<file path="src/rtl/irq_gate_pkg.sv">
package irq_gate_pkg;
  localparam int ADDR_W    = 5;
  localparam int DATA_W    = 8;
  localparam int N_GROUPS  = 4;
  localparam int N_SRC     = 2 * N_GROUPS;
  localparam int N_CTR     = 2;

  localparam logic [ADDR_W-1:0] OFS_PORT_EN = 5'h14;
  localparam logic [ADDR_W-1:0] OFS_GLOBAL  = 5'h15;

  // global register bit positions, decoded by software
  localparam int BIT_CTR_SEL = 0;
  localparam int BIT_CTR_EN  = 1;
  localparam int BIT_MASTER  = 2;

  typedef struct packed {
    logic master;
    logic ctr_en;
    logic ctr_sel;
  } glob_cfg_t;
endpackage

</file>
<file path="src/rtl/irq_ctrl_regs.sv">
module irq_ctrl_regs
  import irq_gate_pkg::*;
(
  input  logic              clk_i,
  input  logic              rst_ni,
  input  logic              wr_en_i,
  input  logic [ADDR_W-1:0] addr_i,
  input  logic [DATA_W-1:0] wdata_i,
  output logic [N_SRC-1:0]  port_en_o,
  output glob_cfg_t         cfg_o
);

  logic wr_port, wr_glob;
  assign wr_port = wr_en_i && (addr_i == OFS_PORT_EN);
  assign wr_glob = wr_en_i && (addr_i == OFS_GLOBAL);

  always_ff @(posedge clk_i or negedge rst_ni) begin
    if (!rst_ni) begin
      port_en_o <= '0;
      cfg_o     <= '0;
    end else begin
      if (wr_port) port_en_o <= wdata_i[N_SRC-1:0];
      if (wr_glob) begin
        cfg_o.master  <= wdata_i[BIT_MASTER];
        cfg_o.ctr_en  <= wdata_i[BIT_CTR_EN];
        cfg_o.ctr_sel <= wdata_i[BIT_CTR_SEL];
      end
    end
  end

  a_r2_port_load: assert property (@(posedge clk_i) disable iff (!rst_ni)
    (wr_en_i && addr_i == OFS_PORT_EN) |=> (port_en_o == $past(wdata_i[N_SRC-1:0])));
  a_r2_glob_load: assert property (@(posedge clk_i) disable iff (!rst_ni)
    (wr_en_i && addr_i == OFS_GLOBAL) |=> (cfg_o.master == $past(wdata_i[BIT_MASTER])));
  a_r8_no_write_hold: assert property (@(posedge clk_i) disable iff (!rst_ni)
    !wr_en_i |=> ($stable(port_en_o) && $stable(cfg_o)));

endmodule

</file>
<file path="src/rtl/irq_src_gate.sv">
module irq_src_gate
  import irq_gate_pkg::*;
(
  input  logic [N_SRC-1:0] port_en_i,
  input  logic [N_SRC-1:0] port_req_i,
  output logic             any_o
);

  logic [N_SRC-1:0] gated;

  for (genvar g = 0; g < N_GROUPS; g++) begin : g_grp
    assign gated[2*g]   = port_en_i[2*g]   & port_req_i[2*g];   // port A
    assign gated[2*g+1] = port_en_i[2*g+1] & port_req_i[2*g+1]; // port B
  end

  assign any_o = |gated;

endmodule

</file>
<file path="src/rtl/irq_ctr_sel.sv">
module irq_ctr_sel
  import irq_gate_pkg::*;
(
  input  logic [N_CTR-1:0] ctr_i,
  input  logic             ctr_en_i,
  input  logic             sel_i,
  output logic             ctr_irq_o
);

  // sel: last counter in the cascade, else first
  assign ctr_irq_o = ctr_en_i & (sel_i ? ctr_i[N_CTR-1] : ctr_i[0]);

endmodule

</file>
<file path="src/rtl/irq_gate_top.sv">
module irq_gate_top
  import irq_gate_pkg::*;
(
  input  logic              clk_i,
  input  logic              rst_ni,
  input  logic              wr_en_i,
  input  logic [ADDR_W-1:0] addr_i,
  input  logic [DATA_W-1:0] wdata_i,
  input  logic [N_SRC-1:0]  port_req_i,
  input  logic [N_CTR-1:0]  ctr_out_i,
  output logic              host_irq_o
);

  logic [N_SRC-1:0] port_en;
  glob_cfg_t        cfg;
  logic             port_any, ctr_irq, irq_d;

  irq_ctrl_regs u_regs (
    .clk_i    (clk_i),
    .rst_ni   (rst_ni),
    .wr_en_i  (wr_en_i),
    .addr_i   (addr_i),
    .wdata_i  (wdata_i),
    .port_en_o(port_en),
    .cfg_o    (cfg)
  );

  irq_src_gate u_gate (
    .port_en_i (port_en),
    .port_req_i(port_req_i),
    .any_o     (port_any)
  );

  irq_ctr_sel u_ctr (
    .ctr_i    (ctr_out_i),
    .ctr_en_i (cfg.ctr_en),
    .sel_i    (cfg.ctr_sel),
    .ctr_irq_o(ctr_irq)
  );

  assign irq_d = cfg.master & (port_any | ctr_irq);

  always_ff @(posedge clk_i or negedge rst_ni) begin
    if (!rst_ni) host_irq_o <= 1'b0;
    else         host_irq_o <= irq_d;
  end

  a_r5_master_blocks: assert property (@(posedge clk_i) disable iff (!rst_ni)
    !cfg.master |=> !host_irq_o);
  a_r4_port_pass: assert property (@(posedge clk_i) disable iff (!rst_ni)
    (cfg.master && |(port_en & port_req_i)) |=> host_irq_o);
  a_r6_ctr1_pass: assert property (@(posedge clk_i) disable iff (!rst_ni)
    (cfg.master && cfg.ctr_en && cfg.ctr_sel && ctr_out_i[N_CTR-1]) |=> host_irq_o);
  a_r6_ctr0_pass: assert property (@(posedge clk_i) disable iff (!rst_ni)
    (cfg.master && cfg.ctr_en && !cfg.ctr_sel && ctr_out_i[0]) |=> host_irq_o);
  a_r7_no_source: assert property (@(posedge clk_i) disable iff (!rst_ni)
    (!(|(port_en & port_req_i)) && !ctr_irq) |=> !host_irq_o);

endmodule

</file>
<file path="config.mk">
export PLATFORM = sky130hd
export DESIGN_NAME = irq_gate_top
export DESIGN_NICKNAME = d
export VERILOG_FILES = /design/src/rtl/irq_gate_pkg.sv /design/src/rtl/irq_ctrl_regs.sv /design/src/rtl/irq_src_gate.sv /design/src/rtl/irq_ctr_sel.sv /design/src/rtl/irq_gate_top.sv
export SDC_FILE = /design/constraint.sdc
export NUM_CORES = 1
export LEC_CHECK = 0
export ABC_CLOCK_PERIOD_IN_PS = 1210
export CORE_AREA = 2 2 39 41
export DETAILED_ROUTE_END_ITERATION = 8
export DIE_AREA = 0 0 41 43
export DONT_BUFFER_PORTS = 1
export PLACE_DENSITY_LB_ADDON = 0.2
export SLEW_MARGIN = 20
export SYNTH_ARGS = -nofsm -noshare
export SYNTH_HDL_FRONTEND = slang
export SYNTH_HIERARCHICAL = 1
export SYNTH_SLANG_ARGS = --single-unit
</file>
<file path="constraint.sdc">
create_clock -name clk_i -period 1.21 [get_ports clk_i]
set_input_delay 0.3025 -clock clk_i [delete_from_list [all_inputs] [get_ports clk_i]]
set_output_delay 0.3025 -clock clk_i [all_outputs]
set_load 0.01 [all_outputs]
</file>
Word-level counts from Yosys, hierarchy flattened
Cells that the tools add are included. Widths: inputs -> output; s select.

Bits of input ports: 26. Register bits after elaboration: 12.

Equality and inequality tests: 2. Reductions and logical operators: 3. Muxes and demuxes: 1. Bitwise operators: 11.

Operators by type and width (count): $and 1x1->1 (10); $eq 5x5->1 const B (2); $reduce_or 8->1 (1); $logic_and 1x1->1 (2); $mux 1 (1); $or 1x1->1 (1).

Logic depth before layout (Yosys ltp)
Word-level depth: 4. Depth in mapped cells: 4. Mapped depth without buffers: 3.

By module
Netlist, hierarchy kept.

Modules (own cells, without submodules): irq_ctrl_regs (cells an instance 26, sequential area each 275.3 um^2, area each 462.9 um^2, instances 1); irq_src_gate (cells an instance 5, sequential area each 0.0 um^2, area each 36.3 um^2, instances 1); irq_gate_top (cells an instance 2, sequential area each 25.0 um^2, area each 32.5 um^2, instances 1); irq_ctr_sel (cells an instance 2, sequential area each 0.0 um^2, area each 16.3 um^2, instances 1).

Least setup slack after synthesis
OpenSTA, ideal clock, no wires.

Path kind: input -> register. From: input addr_i[3]. To: register u_regs.port_en_o[0]. Path slack: -136 ps. Library setup time: 125 ps. Path buffers: 1. Arrival: 1221 ps. Stages: 4. Path through: nand4b_1 or3_1 buf_6 mux2_4.

Word-level cells in the longest chain between the ends: 2.

RTL lines: start, declared (RTL line irq_gate_top.sv:7) `input logic [ADDR_W-1:0] addr_i,`; $eq 5x5->1 (RTL line irq_ctrl_regs.sv:14) `assign wr_port = wr_en_i && (addr_i == OFS_PORT_EN);`; $logic_and 1x1->1 (RTL line irq_ctrl_regs.sv:14); end signal, assigned (RTL line irq_ctrl_regs.sv:22) `if (wr_port) port_en_o <= wdata_i[N_SRC-1:0];`; end, declared (RTL line irq_ctrl_regs.sv:9) `output logic [N_SRC-1:0] port_en_o,`.

No other way between the ends. A chain may end at the register's enable or synchronous reset.

Worst setup path in the final report
From: input addr_i[3]. To: register u_regs.port_en_o[6].

The elaborated chain is that of the path after synthesis.

==> impl_results.md <==
- Final clock skew: 0.000869 ns
- Maximum number of pins on one net before global-route repair: 13
- Slowest-stage cell, CP: or3_1
- Placed cell count: 52
- Post-synthesis mux area share: about 30%
- CP startpoint: addr_i[3]
- Fraction of power spent switching nets: 22.2%
- Post-placement worst setup slack: -0.200 ns
- Main combinational cell family by area after synthesis: multiplexers
- Number of warnings issued by yosys: 6
- Critical path's top delay family: simple AND/OR/NAND/NOR gates
- Post-cts gate resize count: 0
- Global-route congestion overflow total: 0
- Wire length of the first global-routing pass: around 1600 um
- Cell leakage power: ~0.30 nW
- Sequential fraction of design power: a little over half
- Worst path depth: 4
- Max Buffers Root-to-Sink: 2
- Starting utilization of the core area: between 30 and 40%
- Post-synth top area cell: dfrtp_1
- Overall global routing resource usage: about 14%
- Routability congestion estimate: 0.681
- Top cells by area in the synthesized netlist: dfrtp_1 55%, mux2_4 22%, mux2_2 6.2%
- CTS tree: built
- CP Data Required Time: 1.36 ns
- Vias per Instance: 5.32
- Clock root buffer: clkbuf_4
- Type of the worst setup path: in2reg
- Most frequent cell after synthesis: dfrtp_1
- Ratio of cells with drive above 1 in the final layout: about two fifths
- Maximum Capacitance Violations: 0
- Transition time of the tightest slew-check pin: 0.527 ns
- Predominant post-synthesis flop cell: dfrtp_1
- Crit path buf inv count: 1
- Avg Cell Area, Syn: 15.7 um^2
- Power Dens Cells: around 1600 nW/um^2
- CP Capture Type: flip-flop
- Critical path data arrival time: 1.28 ns
- Cell types with the highest counts after synthesis: 12 x dfrtp_1, 8 x mux2_4, 4 x a22oi_1, 3 x mux2_2
- Crit path max fanout: 8
- Worst Hold Launch: wdata_i[5]
- Class of the worst hold path: in2reg
- Element type at the critical path start: input port
- I/O pin count: 27
- Clock latency at the later pin of the worst-skew pair: 0.27 ns
- Share of the clock period used by the worst path: 92.8%
- Combinational power share: between 10% and 20%
- CTS Buf Count: 3
- Initial antenna violation count: 0
- Die Span Y: ~43 um
- Worst supply voltage drop on vdd: 697 uV
- Reg2Reg Capture Point: host_irq_o
- Post-Synthesis Cells: 35
- Final worst slack: 0.0865 ns
- Register-to-Register Path Depth: 3
- CTS H-tree lvls: 1
- DRC Markers: 0
- Core area: about 1400 um^2
- Sequential element share of the synthesized area: between 50% and 60%
- HPWL after DPL: around 800 um
- Die width: 41 um
- CP Cell Sequence: nand4b_1, or3_1, buf_4, mux2_4
- Part of the power in the clock network: 31.3%
- CTS Sinks: 12
- Internal power consumption: 775 uW
- Quantity of I/O buffers inserted on ports: 0
- Shortest clock period the worst path allows after layout: 1.12 ns
- FF-to-FF setup slack: 0.18 ns
- Number of nets at the end of the flow: 68
- Via count of the first global-routing pass: between 300 and 400
- Worst relative slew slack: 64.8%
- Synthesized Nets: 61
- Number of synthesized flops with an enable pin: 0
- Netlist cell types: 12
- Area share of the leading cell type in the synthesized netlist: 54.8%
- Synthesized-area fraction occupied by ao, oa, aoi and oai cells: between 6 and 7%
- Unrepaired setup endpoints after global routing: false
- Final setup fails: 0
- Share of flip-flops with an asynchronous set or reset: 100%
- Peak per-stage delay on the critical path: roughly 0.32 ns
- Endpoints failing hold: 0
- Count of final max-slew check failures: 0
- Overall power after layout: 997 uW
- Reg-to-Reg Start: u_regs/port_en_o[5]
- Total Die Area: 1760 um^2
- Run status: finished clean
- Routed len/inst: 17.2 um
- Starting DRT DRC Count: 4
- P&R area growth vs syn: 12.8%
- Total Wirelength: around 980 um
- Switching component of the power: 222 uW
- Inserted Diodes: 0
- Summed instance area of the synthesized netlist: 548 um^2
- Placement row count: 14
- Detail Route Antenna Nets: 0
- Fraction of synthesized cell area in xor and xnor cells: 0%
- Basic-gate share of the synthesized area counting and, or, nand and nor cells: 6.39%
- Total iterations of the first detailed-routing run: 4
- Via count of the routed design: 303
- #FFs+latches synth: 12
- Peak clock frequency supported by timing: approximately 0.89 GHz
- Adder-Cell Fraction of Synth Area: 0%
- Capturing instance or port of the critical path: u_regs/port_en_o[6]
- Finished Layout Cells: 57
- Clock-pin transition on the worst setup and hold timing paths: ~0.070 ns
==> how the worst min path moves through the flow <==
stage	end	slack, ns	depth (start not counted)
5_1_grt	u_regs/port_en_o[0]	0.16	1
3_5_place_dp	u_regs/port_en_o[1]	0.007	0
3_3_place_gp	u_regs/port_en_o[3]	0.007	0
4_1_cts	u_regs/port_en_o[2]	0.16	1
6_report	u_regs/port_en_o[5]	0.18	1
2_1_floorplan	host_irq_o	0.007	0
==> repair_timing <==
| item | in CTS | in global routing |
|---|---|---|
| endpoints found under the hold margin | 12 | 0 |
| buffers inserted | 0 | 0 |
| hold buffers | 1 | 0 |
==> through the flow <==
step	utilization (%)	hold slack, ns	TNS [ns]	instance area [um^2]
after floorplan	-	0.00691	-1.37	548
after global placement	41.3	0.00727	-1.56	572
after detailed placement	41.3	0.00718	-1.72	572
after CTS	44.7	0.165	0	618
after global routing	44.7	0.155	0	618
final	44.7	0.178	0	618
==> power groups by stage <==
stage	combinational [mW]	sequential, mW	clock, mW
after floorplan	0.133	0.521	0
after global placement	0.143	0.533	0
after detailed placement	0.147	0.537	0
after CTS	0.158	0.530	0.327
after global routing	0.172	0.539	0.350
final	0.156	0.529	0.312
==> worst reg2reg max path: stages, from the launching register on <==
cell	delay (ns)
dfrtp_1	0.39
a22oi_1	0.21
nand4_1	0.14
o21a_1	0.19
==> layer usage <==
| layer | track usage (%) | vias up | share of wire [%] |
|---|---|---|---|
| met2 | 19.1 | 14 | 50 |
| li1 | - | 142 | - |
| met1 | 17.7 | 147 | 38 |
| met3 | 6.28 | 0 | 12 |
| met5 | 0 | - | 0 |
| met4 | 8.00 | 0 | 0 |
==> state kept, by name, indices dropped and copies added (netlist names) <==
signal / count
u_regs/cfg_o: 3
host_irq_o: 1
u_regs/port_en_o: 8
==> placed cells by master (no fill, tap or decap), types with 2 or more instances in the layout <==
cell      count
mux2_4        8
a22oi_1       4
buf_4         2
mux2_2        3
clkbuf_4      3
dfrtp_1      12
==> final cells by class <==
cell class / instances / area (um^2)
well taps: 16 / 20.0
flip-flops and latches: 12 / 300
fillers: 133 / 766
repair buffers: 3 / 25.0
multi-input cells: 22 / 236
clock buffers: 4 / 36.3
==> logic make-up after synthesis <==
family	Yosys count
flip-flops	12
AND/OR/NAND/NOR	5
multiplexers	12
AO/OA/AOI/OAI	5
buffers and inverters	1
(Power assumes the default switching activity.)
